File: config.mk
export PLATFORM = sky130hd
export DESIGN_NAME = vlset_unit
export DESIGN_NICKNAME = d
export VERILOG_FILES = /design/src/rtl/vlset_pkg.sv /design/src/rtl/vlset_classify.sv /design/src/rtl/vlset_select.sv /design/src/rtl/vlset_unit.sv
export SDC_FILE = /design/constraint.sdc
export NUM_CORES = 1
export LEC_CHECK = 0
export BUFFER_PORTS_ARGS = -buffer_cell sky130_fd_sc_hd__buf_4
export CORE_MARGIN = 2
export CORE_UTILIZATION = 39
export CTS_CLUSTER_DIAMETER = 200
export DETAILED_ROUTE_END_ITERATION = 16
export PLACE_DENSITY = 0.88
export SLEW_MARGIN = 40
export SYNTH_ARGS = -nofsm -noshare
export SYNTH_HDL_FRONTEND = slang
export SYNTH_SLANG_ARGS = --single-unit
File: constraint.sdc
create_clock -name clk -period 5.02 [get_ports clk]
set_input_delay 0.502 -clock clk [delete_from_list [all_inputs] [get_ports clk]]
set_output_delay 0.502 -clock clk [all_outputs]
set_load 0.005 [all_outputs]
File: src/rtl/vlset_pkg.sv
package vlset_pkg;

    // Which rule produced the new vector length, in priority order.
    typedef enum logic [2:0] {
        RULE_TRAP = 3'd0,
        RULE_IMM  = 3'd1,
        RULE_FULL = 3'd2,
        RULE_HALF = 3'd3,
        RULE_PASS = 3'd4
    } vl_rule_e;

endpackage

File: src/rtl/vlset_classify.sv
module vlset_classify
    import vlset_pkg::*;
#(
    parameter int XLEN  = 64,
    parameter int IMM_W = $clog2(XLEN + 2)
) (
    input  logic [IMM_W-1:0] imm_i,
    input  logic             src_zero_i,
    input  logic [XLEN-1:0]  src_val_i,
    output vl_rule_e         rule_o
);

    // One extra bit so that doubling the immediate cannot wrap.
    localparam int CMP_W = XLEN + 1;

    logic [CMP_W-1:0] imm_w;
    logic [CMP_W-1:0] imm_dbl;
    logic [CMP_W-1:0] src_w;

    always_comb begin
        imm_w   = CMP_W'(imm_i);
        imm_dbl = imm_w << 1;
        src_w   = CMP_W'(src_val_i);

        if (imm_w > CMP_W'(XLEN)) begin
            rule_o = RULE_TRAP;
        end else if (src_zero_i) begin
            rule_o = RULE_IMM;
        end else if (src_w > imm_dbl) begin
            rule_o = RULE_FULL;
        end else if (src_w > imm_w) begin
            rule_o = RULE_HALF;
        end else begin
            rule_o = RULE_PASS;
        end
    end

endmodule

File: src/rtl/vlset_select.sv
module vlset_select
    import vlset_pkg::*;
#(
    parameter int XLEN  = 64,
    parameter int IMM_W = $clog2(XLEN + 2),
    parameter int VL_W  = $clog2(XLEN + 1)
) (
    input  vl_rule_e         rule_i,
    input  logic [IMM_W-1:0] imm_i,
    input  logic [XLEN-1:0]  src_val_i,
    output logic [VL_W-1:0]  vl_new_o
);

    logic [XLEN-1:0] src_half;

    always_comb begin
        src_half = src_val_i >> 1;
        unique case (rule_i)
            RULE_IMM:  vl_new_o = VL_W'(imm_i);
            RULE_FULL: vl_new_o = VL_W'(XLEN);
            RULE_HALF: vl_new_o = VL_W'(src_half);
            RULE_PASS: vl_new_o = VL_W'(src_val_i);
            default:   vl_new_o = '0;
        endcase
    end

endmodule

File: src/rtl/vlset_unit.sv
module vlset_unit
    import vlset_pkg::*;
#(
    parameter int XLEN  = 64,
    parameter int IMM_W = $clog2(XLEN + 2),
    parameter int VL_W  = $clog2(XLEN + 1)
) (
    input  logic             clk,
    input  logic             rst_n,
    input  logic             req_valid_i,
    input  logic [IMM_W-1:0] imm_i,
    input  logic             src_zero_i,
    input  logic [XLEN-1:0]  src_val_i,
    output logic             trap_o,
    output logic             rd_we_o,
    output logic [XLEN-1:0]  rd_val_o,
    output logic [VL_W-1:0]  vl_o
);

    typedef struct packed {
        logic [VL_W-1:0] vl;
    } vl_state_t;

    vl_state_t       st_d, st_q;
    vl_rule_e        rule;
    logic [VL_W-1:0] vl_new;

    vlset_classify #(
        .XLEN  (XLEN),
        .IMM_W (IMM_W)
    ) u_classify (
        .imm_i      (imm_i),
        .src_zero_i (src_zero_i),
        .src_val_i  (src_val_i),
        .rule_o     (rule)
    );

    vlset_select #(
        .XLEN  (XLEN),
        .IMM_W (IMM_W),
        .VL_W  (VL_W)
    ) u_select (
        .rule_i    (rule),
        .imm_i     (imm_i),
        .src_val_i (src_val_i),
        .vl_new_o  (vl_new)
    );

    always_comb begin
        st_d     = st_q;
        trap_o   = req_valid_i && (rule == RULE_TRAP);
        rd_we_o  = req_valid_i && (rule != RULE_TRAP);
        rd_val_o = '0;
        if (rd_we_o) begin
            st_d.vl  = vl_new;
            rd_val_o = XLEN'(vl_new);
        end
    end

    always_ff @(posedge clk or negedge rst_n) begin
        if (!rst_n) begin
            st_q <= '0;
        end else begin
            st_q <= st_d;
        end
    end

    assign vl_o = st_q.vl;

endmodule


# == After elaboration in Yosys (flattened, before gate mapping) ==
# Cells that the tools add are included.
# totals
regBits,7
inputBits,75
out_inout_bits,73
wordCells,18
# op_classes
magnitude_cmp,3
eq_ne,4
n_mux,6
n_reduce_logical,4
# ops
cell,n
$gt 64x7->1,1
$gt 64x8->1,1
$pmux 7 s4,1
$mux 3,4
$gt 7x7->1 const B,1
$mux 7,1
$eq 3x2->1 const B,2
$eq 3x1->1 const B,1
$eq 3x3->1 const B,1
$logic_not 3->1,1
$reduce_bool 3->1,1
$logic_and 1x1->1,2

# == Depth between registers and ports, before layout ==
# Gate-level depths: netlist of the first run.
# logic_depth
word_depth,8
mapped_depth,9
ltp_nobuf,8

# == Modules after synthesis ==
# Synthesis of the first run repeated with hierarchy kept, for this count alone.
# hier_totals
hier_cells,173
hier_area_um2,1480.2
# modules_own_cells
module,instances,cells_each,area_per_inst_um2,seq_area_each_um2
vlset_unit,1,85,772.0,175.2
vlset_classify,1,67,508.0,0.0
vlset_select,1,21,200.2,0.0

# == Worst setup path after synthesis of the first run ==
# OpenSTA, ideal clock, no wires.
# synth_path
path_kind,input -> output
from,in imm_i[6]
to,out rd_val_o[6]
arrival_ns,2.231
t_required_ns,4.518
setup_slack_ns,2.287
cell_stages,8
path_buffers,0
cell_sequence,inv_1 ha_1 a211oi_1 nand2_1 a2111oi_2 o21bai_1 or3b_1 a21oi_1
# synth_between
elab_chain_cells,8
# synth_rtl
element,line,source
"start, declared",vlset_unit.sv:11,"input logic [IMM_W-1:0] imm_i,"
$gt 64x7->1,vlset_classify.sv:31,end else if (src_w > imm_w) begin
$mux 3,vlset_classify.sv:31,
$mux 3,vlset_classify.sv:29,end else if (src_w > imm_dbl) begin
$mux 3,vlset_classify.sv:27,end else if (src_zero_i) begin
$mux 3,vlset_classify.sv:25,if (imm_w > CMP_W'(XLEN)) begin
"$eq 3x3->1, or another cell as far along",vlset_select.sv:18,unique case (rule_i)
$pmux 7 s4 / $logic_and 1x1->1 (equally long branches),"vlset_select.sv:18, vlset_unit.sv:52",
$mux 7 (*),vlset_unit.sv:54,if (rd_we_o) begin
"end, declared",vlset_unit.sv:16,"output logic [XLEN-1:0] rd_val_o,"
# Every way passes the cells marked *; elsewhere a longest branch is shown, timed or not.

# == Final worst setup path of the first run ==
# Ends and elaborated chain as after synthesis.

==> results.cfg, run 1 <==
[run_status]
status = finished clean

[setup_path]
worstRegToRegCells = 2
criticalPathCategory = in2out
rrSetupSlack_ns = 4.34
required_ns = 4.52
r2r_end = vl_o[0]
cp.arrival_ns = 2.70
worst_setup_path_start_kind = input port
cp_max_fo = 7
r2r_start = vl_o[0]
cp-end-kind = output port

[clock_network]
cts_tree = built
postCtsHoldBufs = 0
cts_buffers = 3
cts_resized = 0
cts_root_buffer = clkbuf_8
ctsLongestPathBuffers = 2
cts.sinks = 7
post-cts-setup-buffers = 0
insertion_delay_ns = 0.23
clk_pin_slew_ns = 0.04
htreeDepth = 1

[logic_synthesis]
synthArstFlopShare_pct = 100.0
yosysWarnings = 0
yosysUniqueCellTypes = 36
synth-main-ff-cell = dfrtp_1
ys_seq_elements = 7
seq_area_frac_synth_pct = 12.22
synth_edf_count = 0
syn_avg_cell_area_um2 = 7.547
syn_area_mm2 = 0.001434
syn_inst = 190

[grt]
gr-usage-all-layers_pct = 18.44
grt_pass1_vias = 1483
gr-total-overflow = 0
antenna_found_initial = 0
grt_max_degree = 15
grt_pass1_wl_um = 6161

[run]
drv_cap = 0

[routing]
avgRoutedWirePerCell_um = 12.54
num_vias = 1598
ant_nets = 0
drt-total-wl_um = 4102
remaining_drc_errors = 0
routed_via_density = 4.887
drtPass1Iterations = 4
initialDrtViolationCount = 97

[power_and_ir_drop]
switchingPower_uw = 88.00
swShare_pct = 31.83
p_leak_uw = 0.001033
clkPwrFrac_pct = 28.4
peakVddDrop_mv = 0.09409
p_per_area_mw_per_mm2 = 139.8
combPwrFrac_pct = 46.9
pwr-share-seq_pct = 24.7
internal_power_uw = 188.4

[cells_and_area]
largest_register_ffs = 7
area_growth_pct = 37.87
drive_gt1_share_pct = 36.20
antennaDiodeCount = 0
nets = 369

[floorplan]
rows = 22
io_pins = 148
dieWidth_um = 64.64
fp.coreArea_mm2 = 0.003606
dieArea_mm2 = 0.004178
die_h_um = 64.64
start_util_pct = 39.76

[timing]
tns_ns = 0
fmax_ghz = 0.3125
min_period_over_period_pct = 63.74
setup_viol = 0
final.min_clock_period_ns = 3.200
max_slew_margin_pct = 60.68
hold_violations = 0
setup_ws_ns = 1.820
rsz0062_at_grt = false
fin_worst_skew_ns = 0
tightest_slew_ns = 0.5854
finalMaxSlewViolations = 0

[hold_path]
hold_class = in2async

[placement]
routabilityCongestion = 0.8250
hpwl_um = 3597
portBuffers = 90
pre_cts_slack_ns = 1.846
## cell usage after synthesis (all sizes together) (2+ instances only)
master	instances	share of area, %
nor2	9	2.4
nor2b	2	0.87
nand3	14	4.9
clkbuf	3	0.79
a31oi	13	5.7
nor4	14	7.6
buf	58	31
or3	2	1.2
inv	9	2.4
nand4	6	2.6
ha	14	12
a21oi	11	3.8
dfrtp	7	12
nand2	10	2.6
## worst max-delay path: stages
cell	delay [ns]
buf_4	0.10
inv_1	0.06
ha_1	0.33
a211oi_1	0.25
nand2_1	0.11
a2111oi_2	0.34
o21bai_1	0.26
or3b_1	0.45
a21oi_1	0.17
buf_4	0.14
## power groups by stage
stage	registers (uW)	logic (uW)	clock network (uW)
floorplan	69.0	84.9	0
global placement	68.7	124	0
detailed placement	69.0	128	0
CTS	68.3	128	79.2
global route	69.1	144	84.3
finish	68.4	130	78.5
## layout make-up
cell class                      instances  area, um^2
Clock buffer                            4       45.04
Inverter                               10       37.54
Timing Repair Buffer                   90       675.6
Fill cell                             365        1629
Tap cell                               48       60.06
Multi-Input combinational cell        168       983.4
Sequential cell                         7       175.2
## stage by stage
stage | hold WS, ns | util [%] | area [um^2] | instances | total power (uW)
floorplan | 0.2064 | - | 1644 | 246 | 153.9
global placement | 0.3183 | 53.50 | 1929 | 323 | 192.9
detailed placement | 0.3160 | 53.50 | 1929 | 323 | 197.1
CTS | 0.07803 | 54.75 | 1974 | 327 | 275.9
global route | 0.07729 | 54.82 | 1977 | 327 | 297.1
finish | 0.07698 | 54.82 | 1977 | 327 | 276.4
## cells by family after synthesis
| family | share of synthesized area (%) |
|---|---|
| buffers and inverters | 34.03 |
| and+or+nand+nor | 25.31 |
| AOI/OAI and AO/OA | 14.49 |
| adders and majority gates | 12.22 |
| DFF | 12.22 |
| muxes | 1.483 |
| other | 0.2615 |
## layer usage
layer	vias to the layer above	wire, um	track usage (%)	part of all wire, %
met5	-	0	0	0
met4	0	36	4.255	0.88
li1	752	-	-	-
met1	737	1353	18.49	33
met2	105	2346	37.89	57
met3	4	365	3.993	8.9
## worst max-delay path by stage
stage                  start     endpoint  slack [ns]  cells after the start
finish              imm_i[6]  rd_val_o[6]        1.82                     10
global route        imm_i[2]  rd_val_o[5]        1.63                     10
CTS                 imm_i[6]  rd_val_o[6]        1.84                     10
detailed placement  imm_i[6]  rd_val_o[6]        1.85                     10
global placement    imm_i[6]  rd_val_o[6]        1.94                     10
floorplan           imm_i[6]  rd_val_o[6]        2.29                      8
## cells in the final DEF (no fill, tap or decap), types with 3 or more instances in the layout
cell type   n
a21oi_1    11
a31oi_1    13
buf_4      90
clkbuf_8    3
conb_1     57
dfrtp_1     7
ha_1       14
inv_1       9
nand2_1    10
nand3_1    14
nand4_1     6
nor2_1      9
nor4_1     12
No activity file was read; power rests on OpenSTA's default activity.
==> run 2: changes to the inputs <==
- CORE_UTILIZATION: 39 -> 36
- PLACE_DENSITY: 0.88 -> 0.82
- clock period: 5.02 -> 3.05 ns (I/O delays scaled with it)
==> run 2 against run 1 <==
- count of clock-buffer cells in the layout did not move
- via count fell by 2.6%
- power rose by 64%
- largest cell class unchanged
- largest power group unchanged
==> results.cfg, run 2 (same netlist as run 1, synthesis figures left out) <==
[floorplan]
rows = 22
start_util_pct = 38.30
fp.coreArea_mm2 = 0.003744
dieArea_mm2 = 0.004504
dieWidth_um = 67.11
io_pins = 148
die_h_um = 67.11

[timing]
min_period_over_period_pct = 90.14
max_slew_margin_pct = 66.33
rsz0062_at_grt = false
setup_viol = 0
finalMaxSlewViolations = 0
hold_violations = 0
tightest_slew_ns = 0.5028
fmax_ghz = 0.3637
final.min_clock_period_ns = 2.749
tns_ns = 0
fin_worst_skew_ns = 0

[cells_and_area]
drive_gt1_share_pct = 36.52
fin_area_mm2 = 0.002002
largest_register_ffs = 7
nets = 372
mostFrequentLayoutCell = buf_4
antennaDiodeCount = 0
fin_util_pct = 53.48
area_growth_pct = 39.62
final_cell_mix = buf_4 (92), conb_1 (57), nand3_1 (14), ha_1 (14), a31oi_1 (13)

[power_and_ir_drop]
swShare_pct = 31.55
combPwrFrac_pct = 46.7
switchingPower_uw = 143.4
p_per_area_mw_per_mm2 = 227.0
peakVddDrop_mv = 0.1283
internal_power_uw = 311.1
p_leak_uw = 0.001047
clkPwrFrac_pct = 28.7
pwr-share-seq_pct = 24.6

[routing]
num_vias = 1556
ant_nets = 0
avgRoutedWirePerCell_um = 12.11
remaining_drc_errors = 0
drt-total-wl_um = 3997
drtPass1Iterations = 4
routed_via_density = 4.715
initialDrtViolationCount = 129

[setup_path]
r2r_start = vl_o[5]
cp-end-kind = output port
required_ns = 2.74
criticalPathCategory = in2out
worstSetupStartpoint = imm_i[6]
worst_setup_path_start_kind = input port
cp_max_fo = 7
cp.arrival_ns = 2.44

[grt]
grt_pass1_wl_um = 6009
grt_pass1_vias = 1434
grt_max_degree = 15
antenna_found_initial = 0
gr-total-overflow = 0
gr-usage-all-layers_pct = 17.26

[hold_path]
hold_class = in2reg
min-delay-start = src_val_i[0]

[placement]
hpwl_um = 3651
routabilityCongestion = 0.8990
placed_area_mm2 = 0.001937
portBuffers = 90

[clock_network]
ctsLongestPathBuffers = 2
cts_buffers = 3
clk_pin_slew_ns = 0.04
cts_root_buffer = clkbuf_8
htreeDepth = 1
insertion_delay_ns = 0.23
cts_tree = built
cts.sinks = 7

[run]
drv_cap = 0

[run_status]
status = finished clean
[run 2: path summary, 6_finish.rpt]
kind	to	slack, ns	depth (start not counted)
setup reg to reg	vl_o[5]	2.35	2
min in group asynchronous	vl_o[1]	0.43	2
setup / recovery	rd_val_o[6]	0.30	10
hold reg to reg	vl_o[4]	0.56	2
hold / removal	vl_o[0]	0.41	3
max in group asynchronous	vl_o[6]	2.50	2
[run 2: power by group through the flow]
stage	Sequential, uW	Combinational [uW]	Clock (uW)
detailed placement	113	210	0
global placement	113	206	0
CTS	112	212	132
finish	112	212	130
floorplan	114	140	0
global route	113	240	144
[run 2: through the flow]
stage	cells	hold WS [ns]	total power, uW	worst slack (ns)
global placement	324	0.1197	319.2	0.2293
global route	330	0.4193	497.2	0.09050
detailed placement	324	0.1216	323.5	0.1713
floorplan	246	0.009409	253.3	0.7105
finish	330	0.4109	454.5	0.3007
CTS	329	0.4038	455.8	0.1714
[run 2: cell type report]
cell class,instances,area (um^2)
multi-input combinational,168,983.4
clock buffer,4,45.04
fill,396,1742
tap,48,60.06
timing repair buffer,93,700.7
sequential,7,175.2
inverter,10,37.54
[run 2: worst max-delay path, stage by stage]
cell and delay [ns]:
buf_4 0.10, inv_1 0.06, ha_1 0.32, a211oi_1 0.25, nand2_1 0.12, a2111oi_2 0.31, o21bai_1 0.25, or3b_1 0.43
a21oi_1 0.16, buf_4 0.14
[run 2: per-layer routing]
metal | global-route usage (%) | up-vias | part of all wire (%)
met2 | 34.53 | 90 | 54
li1 | - | 760 | -
met4 | 2.551 | 0 | 1.2
met5 | 0 | - | 0
met1 | 17.87 | 700 | 34
met3 | 4.730 | 6 | 10
[run 2: repair_timing]
action	in CTS	in global routing
setup endpoints to repair	0	3
hold endpoints to repair	7	0
buffers inserted	0	1
hold buffers	1	0
gates resized for setup	0	0
